$ cat src/rtl/bsd_pkg.sv
package bsd_pkg;

  // Receive phases of the decoder
  typedef enum logic [2:0] {
    ST_UNSYNC = 3'd0,  // hunting for a low run
    ST_LOW    = 3'd1,  // counting start-of-frame low phase
    ST_HIGH   = 3'd2,  // high phase before first start bit
    ST_CHAR   = 3'd3,  // inside a character
    ST_GAP    = 3'd4   // idle ones between characters
  } bsd_state_e;

  localparam int SMP_PER_ETU = 2;

endpackage

$ cat src/rtl/bsd_pair_slicer.sv
// Holds the first sample of an ETU and decides the bit from the pair sum.
module bsd_pair_slicer #(
  parameter int SMP_W = 8
) (
  input  logic                    clk,
  input  logic                    rst_n,
  input  logic                    hold_en,
  input  logic signed [SMP_W-1:0] smp,
  output logic                    pair_one
);

  logic signed [SMP_W-1:0] held_q;
  logic signed [SMP_W:0]   pair_sum;

  always_ff @(posedge clk or negedge rst_n) begin
    if (!rst_n) begin
      held_q <= '0;
    end else if (hold_en) begin
      held_q <= smp;
    end
  end

  assign pair_sum = {held_q[SMP_W-1], held_q} + {smp[SMP_W-1], smp};
  assign pair_one = !pair_sum[SMP_W] && (pair_sum != '0);

endmodule

$ cat src/rtl/bsd_bit_shift.sv
// Assembles a character, least-significant bit arriving first.
module bsd_bit_shift #(
  parameter int DATA_W = 8
) (
  input  logic              clk,
  input  logic              rst_n,
  input  logic              shift_en,
  input  logic              bit_in,
  output logic [DATA_W-1:0] data_o
);

  logic [DATA_W-1:0] sh_q;
  logic [DATA_W-1:0] sh_d;

  always_comb begin
    sh_d = sh_q;
    if (shift_en) begin
      sh_d = {bit_in, sh_q[DATA_W-1:1]};
    end
  end

  always_ff @(posedge clk or negedge rst_n) begin
    if (!rst_n) begin
      sh_q <= '0;
    end else if (shift_en) begin
      sh_q <= sh_d;
    end
  end

  assign data_o = sh_q;

endmodule

$ cat src/rtl/bsd_frame_fsm.sv
// Phase tracking, timing windows and character positions.
module bsd_frame_fsm
  import bsd_pkg::*;
#(
  parameter int DATA_W       = 8,
  parameter int LOW_MIN_ETU  = 8,
  parameter int LOW_MAX_ETU  = 14,
  parameter int HIGH_MAX_ETU = 2,
  parameter int GAP_MAX_ETU  = 26
) (
  input  logic clk,
  input  logic rst_n,
  input  logic smp_vld,
  input  logic smp_is_one,
  input  logic pair_one,
  input  logic byte_is_zero,
  output logic hold_en,
  output logic shift_en,
  output logic byte_vld,
  output logic sof_seen,
  output logic eof_seen
);

  localparam int LOW_MIN  = LOW_MIN_ETU  * SMP_PER_ETU;
  localparam int LOW_MAX  = LOW_MAX_ETU  * SMP_PER_ETU;
  localparam int HIGH_MAX = HIGH_MAX_ETU * SMP_PER_ETU;
  localparam int GAP_MAX  = GAP_MAX_ETU  * SMP_PER_ETU;
  localparam int LIM_A    = (LOW_MAX > HIGH_MAX) ? LOW_MAX : HIGH_MAX;
  localparam int LIM_TOP  = (LIM_A > GAP_MAX) ? LIM_A : GAP_MAX;
  localparam int CNT_W    = $clog2(LIM_TOP + 2);
  localparam int CHAR_SMP = (DATA_W + 2) * SMP_PER_ETU;
  localparam int POS_W    = $clog2(CHAR_SMP + 1);

  localparam logic [CNT_W-1:0] LOW_MIN_C  = CNT_W'(LOW_MIN);
  localparam logic [CNT_W-1:0] LOW_MAX_C  = CNT_W'(LOW_MAX);
  localparam logic [CNT_W-1:0] HIGH_MAX_C = CNT_W'(HIGH_MAX);
  localparam logic [CNT_W-1:0] GAP_MAX_C  = CNT_W'(GAP_MAX);
  localparam logic [CNT_W-1:0] CNT_ONE    = CNT_W'(1);
  localparam logic [POS_W-1:0] POS_ONE    = POS_W'(1);
  localparam logic [POS_W-1:0] POS_LAST   = POS_W'(CHAR_SMP - 1);

  bsd_state_e       st_q, st_d;
  logic [CNT_W-1:0] cnt_q, cnt_d, cnt_inc, idle_lim;
  logic [POS_W-1:0] pos_q, pos_d;
  logic             sof_q, sof_d;
  logic             bvld_q, bvld_d;
  logic             eof_q, eof_d;

  assign cnt_inc  = cnt_q + CNT_ONE;
  assign idle_lim = (st_q == ST_GAP) ? GAP_MAX_C : HIGH_MAX_C;

  always_comb begin
    st_d     = st_q;
    cnt_d    = cnt_q;
    pos_d    = pos_q;
    sof_d    = sof_q;
    bvld_d   = 1'b0;
    eof_d    = 1'b0;
    hold_en  = 1'b0;
    shift_en = 1'b0;
    if (smp_vld) begin
      case (st_q)
        ST_UNSYNC: begin
          if (!smp_is_one) begin
            st_d  = ST_LOW;
            cnt_d = CNT_ONE;
          end
        end
        ST_LOW: begin
          if (!smp_is_one) begin
            if (cnt_inc > LOW_MAX_C) begin
              st_d  = ST_UNSYNC;
              sof_d = 1'b0;
            end else begin
              cnt_d = cnt_inc;
            end
          end else if (cnt_q < LOW_MIN_C) begin
            st_d  = ST_UNSYNC;
            sof_d = 1'b0;
          end else begin
            st_d  = ST_HIGH;
            cnt_d = CNT_ONE;
            sof_d = 1'b1;
          end
        end
        ST_HIGH, ST_GAP: begin
          if (smp_is_one) begin
            if (cnt_inc > idle_lim) begin
              st_d  = ST_UNSYNC;
              sof_d = 1'b0;
            end else begin
              cnt_d = cnt_inc;
            end
          end else begin
            st_d  = ST_CHAR;
            pos_d = POS_ONE;
          end
        end
        ST_CHAR: begin
          pos_d = pos_q + POS_ONE;
          if (pos_q == POS_LAST) begin
            if (pair_one) begin
              bvld_d = 1'b1;
              st_d   = ST_GAP;
              cnt_d  = '0;
            end else begin
              eof_d  = byte_is_zero;
              st_d   = ST_UNSYNC;
              sof_d  = 1'b0;
            end
          end else if (!pos_q[0]) begin
            hold_en = 1'b1;
          end else if (pos_q != POS_ONE) begin
            shift_en = 1'b1;
          end
        end
        default: begin
          st_d  = ST_UNSYNC;
          sof_d = 1'b0;
        end
      endcase
    end
  end

  always_ff @(posedge clk or negedge rst_n) begin
    if (!rst_n) begin
      st_q   <= ST_UNSYNC;
      cnt_q  <= '0;
      pos_q  <= '0;
      sof_q  <= 1'b0;
      bvld_q <= 1'b0;
      eof_q  <= 1'b0;
    end else begin
      st_q   <= st_d;
      cnt_q  <= cnt_d;
      pos_q  <= pos_d;
      sof_q  <= sof_d;
      bvld_q <= bvld_d;
      eof_q  <= eof_d;
    end
  end

  assign byte_vld = bvld_q;
  assign sof_seen = sof_q;
  assign eof_seen = eof_q;

endmodule

$ cat src/rtl/bsof_char_decoder.sv
module bsof_char_decoder #(
  parameter int SMP_W        = 8,
  parameter int DATA_W       = 8,
  parameter int LOW_MIN_ETU  = 8,
  parameter int LOW_MAX_ETU  = 14,
  parameter int HIGH_MAX_ETU = 2,
  parameter int GAP_MAX_ETU  = 26
) (
  input  logic                    clk,
  input  logic                    rst_n,
  input  logic                    smp_vld,
  input  logic signed [SMP_W-1:0] smp,
  output logic                    byte_vld,
  output logic [DATA_W-1:0]       byte_data,
  output logic                    sof_seen,
  output logic                    eof_seen
);

  logic smp_is_one;
  logic pair_one;
  logic hold_en;
  logic shift_en;
  logic byte_is_zero;

  assign smp_is_one   = !smp[SMP_W-1] && (smp != '0);
  assign byte_is_zero = (byte_data == '0);

  bsd_pair_slicer #(.SMP_W(SMP_W)) u_slicer (
    .clk      (clk),
    .rst_n    (rst_n),
    .hold_en  (hold_en),
    .smp      (smp),
    .pair_one (pair_one)
  );

  bsd_bit_shift #(.DATA_W(DATA_W)) u_shift (
    .clk      (clk),
    .rst_n    (rst_n),
    .shift_en (shift_en),
    .bit_in   (pair_one),
    .data_o   (byte_data)
  );

  bsd_frame_fsm #(
    .DATA_W       (DATA_W),
    .LOW_MIN_ETU  (LOW_MIN_ETU),
    .LOW_MAX_ETU  (LOW_MAX_ETU),
    .HIGH_MAX_ETU (HIGH_MAX_ETU),
    .GAP_MAX_ETU  (GAP_MAX_ETU)
  ) u_fsm (
    .clk          (clk),
    .rst_n        (rst_n),
    .smp_vld      (smp_vld),
    .smp_is_one   (smp_is_one),
    .pair_one     (pair_one),
    .byte_is_zero (byte_is_zero),
    .hold_en      (hold_en),
    .shift_en     (shift_en),
    .byte_vld     (byte_vld),
    .sof_seen     (sof_seen),
    .eof_seen     (eof_seen)
  );

endmodule

$ cat config.mk
export PLATFORM = sky130hd
export DESIGN_NAME = bsof_char_decoder
export DESIGN_NICKNAME = d
export VERILOG_FILES = /design/src/rtl/bsd_pkg.sv /design/src/rtl/bsd_pair_slicer.sv /design/src/rtl/bsd_bit_shift.sv /design/src/rtl/bsd_frame_fsm.sv /design/src/rtl/bsof_char_decoder.sv
export SDC_FILE = /design/constraint.sdc
export NUM_CORES = 1
export LEC_CHECK = 0
export BUFFER_PORTS_ARGS = -buffer_cell sky130_fd_sc_hd__buf_4
export CORE_AREA = 2 2 64 66
export DETAILED_ROUTE_END_ITERATION = 8
export DIE_AREA = 0 0 66 68
export PLACE_DENSITY_LB_ADDON = 0.2
export SYNTH_ARGS = -nofsm -noshare
export SYNTH_HDL_FRONTEND = slang
export SYNTH_SLANG_ARGS = --single-unit
$ cat constraint.sdc
create_clock -name clk -period 3.45 [get_ports clk]
set_clock_uncertainty 0.2 [all_clocks]
set_input_delay 0.1725 -clock clk [delete_from_list [all_inputs] [get_ports clk]]
set_output_delay 0.1725 -clock clk [all_outputs]
set_load 0.005 [all_outputs]
==> results of run 1 <==
## how the worst max path moves through the flow
| stage | from | endpoint | slack, ps | cells past startpoint |
|---|---|---|---|---|
| finish | smp[0] | u_fsm.cnt_q[0]$_DFFE_PN0P_ | 260 | 11 |
| global route | smp[0] | u_fsm.cnt_q[0]$_DFFE_PN0P_ | 140 | 11 |
| CTS | smp[0] | u_fsm.cnt_q[0]$_DFFE_PN0P_ | 290 | 11 |
| detailed placement | u_fsm.cnt_q[0]$_DFFE_PN0P_ | u_fsm.cnt_q[0]$_DFFE_PN0P_ | 470 | 10 |
| global placement | u_slicer.held_q[0]$_DFFE_PN0P_ | u_fsm.cnt_q[0]$_DFFE_PN0P_ | 490 | 9 |
| floorplan | u_slicer.held_q[0]$_DFFE_PN0P_ | u_fsm.cnt_q[0]$_DFFE_PN0P_ | 650 | 9 |
## sequential cells by signal, summed over array words and instances (netlist names)
name	count
u_fsm.byte_vld	1
u_fsm.cnt_q	6
u_fsm.eof_seen	1
u_fsm.pos_q	5
u_fsm.sof_seen	1
u_fsm.st_q	3
u_shift.data_o	8
u_slicer.held_q	8
## where the power goes
| part | internal, mW | total, mW | switching [mW] | leakage [nW] |
|---|---|---|---|---|
| Clock | 0.140 | 0.285 | 0.145 | 0.0450 |
| Sequential | 0.483 | 0.617 | 0.134 | 0.442 |
| Combinational | 0.288 | 0.618 | 0.330 | 0.673 |
| Total | 0.911 | 1.52 | 0.609 | 1.16 |
## layer usage
metal	track usage	wire length, um	vias up	part of all wire
met5	0	0	-	0
met4	0.1097	79	0	0.018
met3	0.03947	131	8	0.029
met2	0.3409	2090	28	0.47
met1	0.2749	2143	848	0.48
li1	-	-	899	-
## critical path, cell delays in order
cell	delay, ps
dlygate4sd3_1	550
buf_4	150
ha_1	220
fa_1	430
a21o_1	200
a221oi_1	300
nor2b_1	120
o221ai_2	290
o211ai_4	150
a21oi_4	270
mux2_4	320
## cell type report
type                       instances  area [um^2]
fill                             304         1319
multi-input combinational        177         1296
sequential                        33        825.8
tap                               50        62.56
clock buffer                       6        72.57
inverter                           6        22.52
clock inverter                     2        10.01
timing repair buffer              30        247.7
## metrics by stage
step | power (mW) | cells | setup slack [ps] | instance area (um^2) | util
2_1_floorplan | 1.083 | 222 | 650.4 | 2168 | -
3_3_place_gp | 1.220 | 287 | 494.2 | 2365 | 0.6132
3_5_place_dp | 1.231 | 287 | 468.4 | 2365 | 0.6132
4_1_cts | 1.530 | 304 | 289.4 | 2537 | 0.6580
5_1_grt | 1.645 | 304 | 139.3 | 2537 | 0.6580
6_report | 1.520 | 304 | 257.0 | 2537 | 0.6580
## kinds of logic (layout without fill, tap and decap cells)
| family | Yosys count | after routing | synth area share |
|---|---|---|---|
| fa+ha+maj | 15 | 15 | 0.08887 |
| flops | 33 | 33 | 0.3808 |
| xor+xnor | 6 | 6 | 0.02424 |
| simple gates | 77 | 77 | 0.1893 |
| compound gates | 62 | 62 | 0.2060 |
| buf+inv | 12 | 44 | 0.02135 |
| mux | 17 | 17 | 0.08944 |
## placed cells by master, fill, tap and decap left out, drive strengths merged, types with 3 or more instances in the layout
cell type / synthesis / final
dfrtp: 33 / 33
buf: 1 / 21
nand2: 18 / 18
mux2: 16 / 16
o21ai: 16 / 16
a21oi: 15 / 15
nand3: 13 / 13
ha: 13 / 13
nor2: 12 / 12
dlygate4sd3: 0 / 9
inv: 6 / 6
nor3: 6 / 6
o211ai: 6 / 6
clkbuf: 5 / 6
nand2b: 5 / 5
a21o: 4 / 4
and3: 4 / 4
o221ai: 4 / 4
xnor2: 3 / 3
nor2b: 3 / 3
nor4: 3 / 3
xor2: 3 / 3
nand3b: 3 / 3
## cell usage after synthesis (2+ instances only)
cell,count,area (um^2)
a21o_1,4,30.03
a221oi_1,2,17.52
a21oi_1,13,65.06
and2_1,2,12.51
o21ai_1,2,10.01
xor2_1,3,26.28
nand3b_1,3,22.52
and4b_1,2,20.02
nand3_1,13,65.06
clkbuf_1,5,18.77
dfrtp_1,33,825.8
nor2b_1,3,18.77
nand2_1,18,67.56
nand4b_1,2,17.52
and3_1,3,18.77
o21ai_0,13,65.06
a31oi_1,2,12.51
o221ai_1,3,26.28
ha_1,13,162.7
inv_1,6,22.52
nor2_1,12,45.04
nand2b_1,5,31.28
mux2_2,15,168.9
xnor2_1,3,26.28
o211ai_1,5,37.54
nor3b_1,2,15.01
nor4_1,3,18.77
nor3_1,5,25.02
==> flow_summary.yaml, run 1 <==
drt:
  drt_iter0_drc: 118
  postRouteAntennaNets: 0
  wl_um: 4445
  wire_per_inst_um: 14.62
  vias_per_cell: 5.865
  firstDrtPassIters: 4
  num_vias: 1783
  drcViolationCount: 0
global_route:
  grt_overflow: 0
  grt_pass1_wl_um: 7162
  antenna_found_initial: 0
  grt_pass1_vias: 1602
  grt_start_max_net_pins: 34
  track_usage: 0.2123
setup_path:
  endpoint_kind: "flop"
  critPathMaxFanout: 6
  start_kind: "input pin"
  r2r.worst_path.cells: 10
  rrSetupSlack_ps: 420
  r2r_end: "u_fsm.cnt_q[0]$_DFFE_PN0P_"
  cp.arrival_ps: 3170
  timing.rr.start: "u_fsm.cnt_q[0]$_DFFE_PN0P_"
  cp.required_ps: 3420
  critPathKind: "in -> reg"
floorplan:
  rows: 23
  initial_core_util: 0.5623
  dieArea_um2: 4488
  die_w_um: 66
  core_area_um2: 3856
  ios: 22
  die_h_um: 68
worst_hold_path:
  hold_path_class: "in -> reg"
  whs_endpoint: "u_fsm.byte_vld$_DFF_PN0_"
  holdPathStages: 3
  worstHoldStart: "smp_vld"
clocking:
  clkLatencyLatePin_ps: 290
  cts_setup_buffers: 0
  cts_tree: "done"
  cts.repair.resized: 0
  cts_buffers: 5
  clk_pin_slew_ps: 70
  hold_buffers: 9
  cts.sink_count: 33
  htreeDepth: 2
  cts-root-buf: "clkbuf_8"
  clockBufferDepth: 2
sta:
  finalSetupTns_ps: 0
  fin_hold_ws_ps: 28.28
  setup_viol: 0
  period_share: 0.9255
  period_minus_slack_ps: 3193
  hold_viol: 0
  max_freq_mhz: 313.2
  tightest_slew_ps: 821.0
  maxSlewViolCount: 0
  rsz0062_at_grt: "false"
  slew_headroom: 0.4497
placed_design:
  hpwl_um: 3161
  place.gp.congestion: 0.8789
  io_buffers: 21
layout:
  synthToLayoutAreaGrowth_pct: 17.02
  drive_above_1_share: 0.2087
  nNetsFinal: 278
  antenna_cells: 0
synthesis:
  seq_area_frac_synth: 0.3808
  syn-instance-count: 222
  synth_area_um2: 2168
  ys_ff_latch: 33
  async_reset_ff_frac: 1.000
  yosys_warnings: 0
  syn-mean-instance-area_um2: 9.767
  syn-num-nets: 247
  synth_cell_type_count: 55
  synth_ff_type: "dfrtp_1"
  synth-edff-count: 0
status:
  run_status: "completed"
power_and_ir_drop:
  p_per_area_nw_per_um2: 599.1
  leakagePower_nw: 1.160
  vdd_ir_drop_max_mv: 0.3837
run:
  maxCapViolations: 0
(Power assumes the default switching activity.)
==> run 2: changes to the inputs <==
CORE_AREA = 2 2 65 67   (was 2 2 64 66)
DIE_AREA = 0 0 67 69   (was 0 0 66 68)
SYNTH_HIERARCHICAL = 1   (was unset)
clock period = 4.1 ns   (was 3.45 ns; I/O delays follow)
==> flow_summary.yaml, run 2 <==
status:
  run_status: "completed"
setup_path:
  critPathLaunch: "smp[0]"
  start_kind: "input pin"
  timing.rr.start: "u_slicer/held_q[0]$_DFFE_PN0P_"
  critPathKind: "in -> reg"
  endpoint_kind: "flop"
  cp.arrival_ps: 3780
  critPathMaxFanout: 5
  cp.required_ps: 4070
power_and_ir_drop:
  vdd_ir_drop_max_mv: 0.3046
  p_per_area_nw_per_um2: 516.1
  leakagePower_nw: 1.290
drt:
  postRouteAntennaNets: 0
  wire_per_inst_um: 14.34
  drcViolationCount: 0
  vias_per_cell: 5.764
  drt_iter0_drc: 100
  wl_um: 4374
  firstDrtPassIters: 4
  num_vias: 1758
sta:
  rsz0062_at_grt: "false"
  hold_viol: 0
  max_freq_mhz: 262.7
  slew_headroom: 0.3792
  setup_viol: 0
  maxSlewViolCount: 0
  period_minus_slack_ps: 3807
  tightest_slew_ps: 927.8
  fin_hold_ws_ps: 143.5
  period_share: 0.9285
  finalSetupTns_ps: 0
synthesis:
  yosysTopAreaCell: "dfrtp_1"
  syn-mean-instance-area_um2: 10.07
  async_reset_ff_frac: 1.000
  synthTopCellsByArea: "dfrtp_1 (37%), ha_1 (7.8%), mux2_4 (5.3%), mux2_2 (4.5%), nor2_1 (3.0%)"
  synth-edff-count: 0
  synthTopCellsByCount: "dfrtp_1 (33), nor2_1 (18), nand2_1 (15)"
  yosys_warnings: 6
  synth_cell_type_count: 60
  synth_ff_type: "dfrtp_1"
  synth_area_um2: 2256
  synth_top_area_share: 0.3661
  syn-instance-count: 224
  synth_most_common_cell: "dfrtp_1"
  seq_area_frac_synth: 0.3661
  ys_ff_latch: 33
  syn-num-nets: 250
worst_hold_path:
  worstHoldStart: "smp_vld"
  hold_path_class: "in -> reg"
run:
  maxCapViolations: 0
global_route:
  grt_start_max_net_pins: 34
  track_usage: 0.2065
  grt_overflow: 0
  antenna_found_initial: 0
  grt_pass1_wl_um: 7541
  grt_pass1_vias: 1692
clocking:
  clkLatencyLatePin_ps: 290
  cts_buffers: 5
  clockBufferDepth: 2
  htreeDepth: 2
  cts.sink_count: 33
  cts-root-buf: "clkbuf_8"
  clk_pin_slew_ps: 80
  cts_setup_buffers: 0
  cts_tree: "done"
layout:
  fill_cells: 315
  nNetsFinal: 280
  antenna_cells: 0
  most-common-layout-cells: "dfrtp_1 (33), buf_4 (21), nor2_1 (18)"
  layout_commonest_cell: "dfrtp_1"
  drive_above_1_share: 0.2196
  synthToLayoutAreaGrowth_pct: 17.25
floorplan:
  rows: 23
  ios: 22
  die_w_um: 67
  die_h_um: 69
  dieArea_um2: 4623
  core_area_um2: 3914
  initial_core_util: 0.5764
placed_design:
  place.gp.congestion: 0.8260
  io_buffers: 21
  hpwl_um: 3118
run 2: cell count changes after synthesis, moves of 3 or more:
cell	before	now
inv_1	6	9
mux2_1	0	5
nand2_1	18	15
nor2_1	12	18
mux2_4	1	8
mux2i_1	1	4
o211ai_1	5	1
o21ai_0	13	4
nand3_1	13	6
mux2_2	15	9
run 2: layout make-up:
type                       instances  area [um^2]  share of cell area
inverter                          11        41.29             0.01561
clock inverter                     3        46.29             0.01750
timing repair buffer              30        247.7             0.09366
tap                               50        62.56             0.02365
multi-input combinational        173         1353              0.5114
clock buffer                       5        68.82             0.02602
sequential                        33        825.8              0.3122
run 2: critical path, stage by stage:
cell and delay, ps:
dlygate4sd3_1 540, buf_4 140, ha_1 210, fa_1 420, xor2_1 160, or4_4 480, nor4_2 300, a31oi_2 190
nor2_1 150, o21ai_0 100, or3_1 320, a21oi_1 220, mux2_1 340
run 2: what timing repair did:
item | 4_1_cts | 5_1_grt
gates resized for setup | 0 | 1
hold buffers | 9 | 0
hold endpoints to repair | 41 | 0
setup endpoints to repair | 0 | 4
run 2: power breakdown:
group / switching (mW) / leakage (nW) / internal [mW]
registers: 0.0978 / 0.446 / 0.406
clock network: 0.126 / 0.0543 / 0.182
logic: 0.277 / 0.790 / 0.276
run 2: per-layer routing:
metal | global-route usage | vias up | share of wire
met3 | 0.04894 | 5 | 0.038
li1 | - | 874 | -
met5 | 0 | - | 0
met4 | 0.04762 | 0 | 0.010
met2 | 0.3289 | 39 | 0.48
met1 | 0.2817 | 840 | 0.47
run 2: worst paths after layout:
| kind | to | cells past startpoint | slack (ps) |
|---|---|---|---|
| setup reg to reg | u_fsm/sof_seen$_DFFE_PN0P_ | 11 | 520 |
| hold reg to reg | u_fsm/sof_seen$_DFFE_PN0P_ | 1 | 310 |
| max in group asynchronous | u_fsm/st_q[0]$_DFFE_PN0P_ | 2 | 3210 |
| min in group asynchronous | u_shift/data_o[3]$_DFFE_PN0P_ | 2 | 180 |
| setup / recovery | u_fsm/sof_seen$_DFFE_PN0P_ | 13 | 290 |
| hold / removal | u_fsm/pos_q[0]$_DFFE_PN0P_ | 3 | 140 |
run 2: kinds of logic after synthesis:
kind of cell,after synthesis,share of synthesized area
buffers and inverters,18,0.03715
muxes,26,0.1409
DFF,33,0.3661
xor gates and xnor gates,8,0.03106
adders and majority gates,16,0.09096
AOI/OAI and AO/OA,49,0.1575
and+or+nand+nor,74,0.1764
run 2: stage by stage:
step / area (um^2) / util / std cells / total power, mW / worst slack, ps
after floorplan: 2256 / - / 224 / 0.9236 / 807.3
after global placement: 2434 / 0.6218 / 288 / 1.028 / 554.2
after detailed placement: 2434 / 0.6218 / 288 / 1.041 / 472.1
after CTS: 2639 / 0.6742 / 305 / 1.362 / 195.2
after global routing: 2645 / 0.6758 / 305 / 1.478 / 65.76
final: 2645 / 0.6758 / 305 / 1.365 / 293.2
==> run 3: changes to the inputs <==
--- a/config.mk
+++ b/config.mk
@@ -8,6 +8,8 @@
 export BUFFER_PORTS_ARGS = -buffer_cell sky130_fd_sc_hd__buf_4
 export CORE_AREA = 2 2 65 67
+export CTS_BUF_LIST = sky130_fd_sc_hd__clkbuf_4
 export DETAILED_ROUTE_END_ITERATION = 8
 export DIE_AREA = 0 0 67 69
+export HOLD_SLACK_MARGIN = 0.02
 export PLACE_DENSITY_LB_ADDON = 0.2
 export SYNTH_ARGS = -nofsm -noshare
==> constraint.sdc (replaced) <==
create_clock -name clk -period 4.1 [get_ports clk]
set_clock_uncertainty 0.2 [all_clocks]
set_input_delay 0.205 -clock clk [delete_from_list [all_inputs] [get_ports clk]]
set_output_delay 0.205 -clock clk [all_outputs]
set_load 0.02 [all_outputs]
==> flow_summary.yaml, run 3 (synthesis results as in run 2) <==
drt:
  drcViolationCount: 0
  vias_per_cell: 5.748
  wl_um: 4299
  wire_per_inst_um: 14.10
  postRouteAntennaNets: 0
  firstDrtPassIters: 5
  drt_iter0_drc: 76
  num_vias: 1753
setup_path:
  critical_path.slowest_cell: "dlygate4sd3_1"
  endpoint_kind: "flop"
  timing.rr.start: "u_slicer/held_q[0]$_DFFE_PN0P_"
  cp.arrival_ps: 3890
  max_stage_delay_ps: 540
  r2r_end: "u_fsm/cnt_q[1]$_DFFE_PN0P_"
  path_cells: "dlygate4sd3_1, buf_4, ha_1, fa_1, a21o_2, a221oi_2, xnor2_1, nor4_2, a31oi_1, a22oi_1, a21o_1, clkinv_1, o311a_1, mux2_1"
  rrSetupSlack_ps: 390
  cp.required_ps: 4120
  r2r.worst_path.cells: 12
  critPathLaunch: "smp[0]"
  critPathMaxFanout: 9
  critPathKind: "in -> reg"
  timing.critical_path.to: "u_fsm/cnt_q[1]$_DFFE_PN0P_"
  start_kind: "input pin"
placed_design:
  io_buffers: 21
  place.gp.congestion: 0.8260
  dp.cells: 288
  hpwl_um: 3118
  place_ws_ps: 472.1
  place_area_um2: 2434
global_route:
  track_usage: 0.2078
  grt_pass1_vias: 1692
  grt_pass1_wl_um: 7514
  grt_overflow: 0
  grt_start_max_net_pins: 34
  antenna_found_initial: 0
layout:
  synthToLayoutAreaGrowth_pct: 15.59
  antenna_cells: 0
  final_area_um2: 2608
  nNetsFinal: 280
  stdcell_count: 305
  post-route-util: 0.6662
  drive_above_1_share: 0.2157
  layout_commonest_cell: "dfrtp_1"
  most-common-layout-cells: "dfrtp_1 (33), buf_4 (21), nor2_1 (18)"
clocking:
  cts.sink_count: 33
  cts-root-buf: "clkbuf_4"
  cts_setup_buffers: 0
  cts_buffers: 5
  cts_tree: "done"
  htreeDepth: 2
  clkLatencyLatePin_ps: 340
  clockBufferDepth: 2
  hold_buffers: 9
  cts.repair.resized: 0
  clk_pin_slew_ps: 110
sta:
  period_share: 0.9439
  rsz0062_at_grt: "false"
  setup_slack_ps: 229.8
  slew_headroom: 0.3880
  maxSlewViolCount: 0
  hold_viol: 0
  fin_hold_ws_ps: 80.63
  finalSetupTns_ps: 0
  period_minus_slack_ps: 3870
  max_freq_mhz: 258.4
  tightest_slew_ps: 914.6
  setup_viol: 0
floorplan:
  die_w_um: 67
  ios: 22
  initial_core_util: 0.5764
  die_h_um: 69
  dieArea_um2: 4623
  core_area_um2: 3914
  rows: 23
power_and_ir_drop:
  power.total_mw: 1.298
  vdd_ir_drop_max_mv: 0.3688
  leakagePower_nw: 1.277
  p_per_area_nw_per_um2: 497.9
worst_hold_path:
  worstHoldStart: "smp_vld"
  hold_path_class: "in -> reg"
status:
  run_status: "completed"
run:
  maxCapViolations: 0
## run 3: worst min path at each step
stage | end | depth (start not counted)
3_5_place_dp | u_shift/data_o[3]$_DFFE_PN0P_ | 1
3_3_place_gp | u_shift/data_o[3]$_DFFE_PN0P_ | 1
5_1_grt | u_fsm/pos_q[0]$_DFFE_PN0P_ | 3
6_report | u_fsm/pos_q[0]$_DFFE_PN0P_ | 3
4_1_cts | u_fsm/pos_q[0]$_DFFE_PN0P_ | 3
2_1_floorplan | u_fsm/byte_vld$_DFF_PN0_ | 0
## run 3: final cells by class
| type | instances | area (um^2) |
|---|---|---|
| clock buffer | 5 | 37.54 |
| clock inverter | 3 | 46.29 |
| fill | 320 | 1306 |
| inverter | 11 | 41.29 |
| multi-input combinational | 173 | 1346 |
| sequential | 33 | 825.8 |
| tap | 50 | 62.56 |
| timing repair buffer | 30 | 247.7 |
## run 3: where the power goes
group          switching [mW]  total (mW)  leakage (nW)  internal, mW
registers              0.0988       0.504         0.446         0.405
logic                   0.273       0.546         0.789         0.273
clock network           0.119       0.248        0.0414         0.129
## run 3: per-layer routing
metal	vias up	track usage	wire length (um)
li1	876	-	-
met1	833	0.2743	2035
met2	38	0.3311	2024
met3	6	0.03915	174
met4	0	0.08163	64
met5	-	0	0
## run 3: critical path, delay by kind of cell
family | cells | cell delay (ps)
AOI/OAI and AO/OA | 6 | 1700
xor gates and xnor gates | 1 | 180
adders and majority gates | 2 | 630
buffers and inverters | 3 | 730
muxes | 1 | 370
and+or+nand+nor | 1 | 60
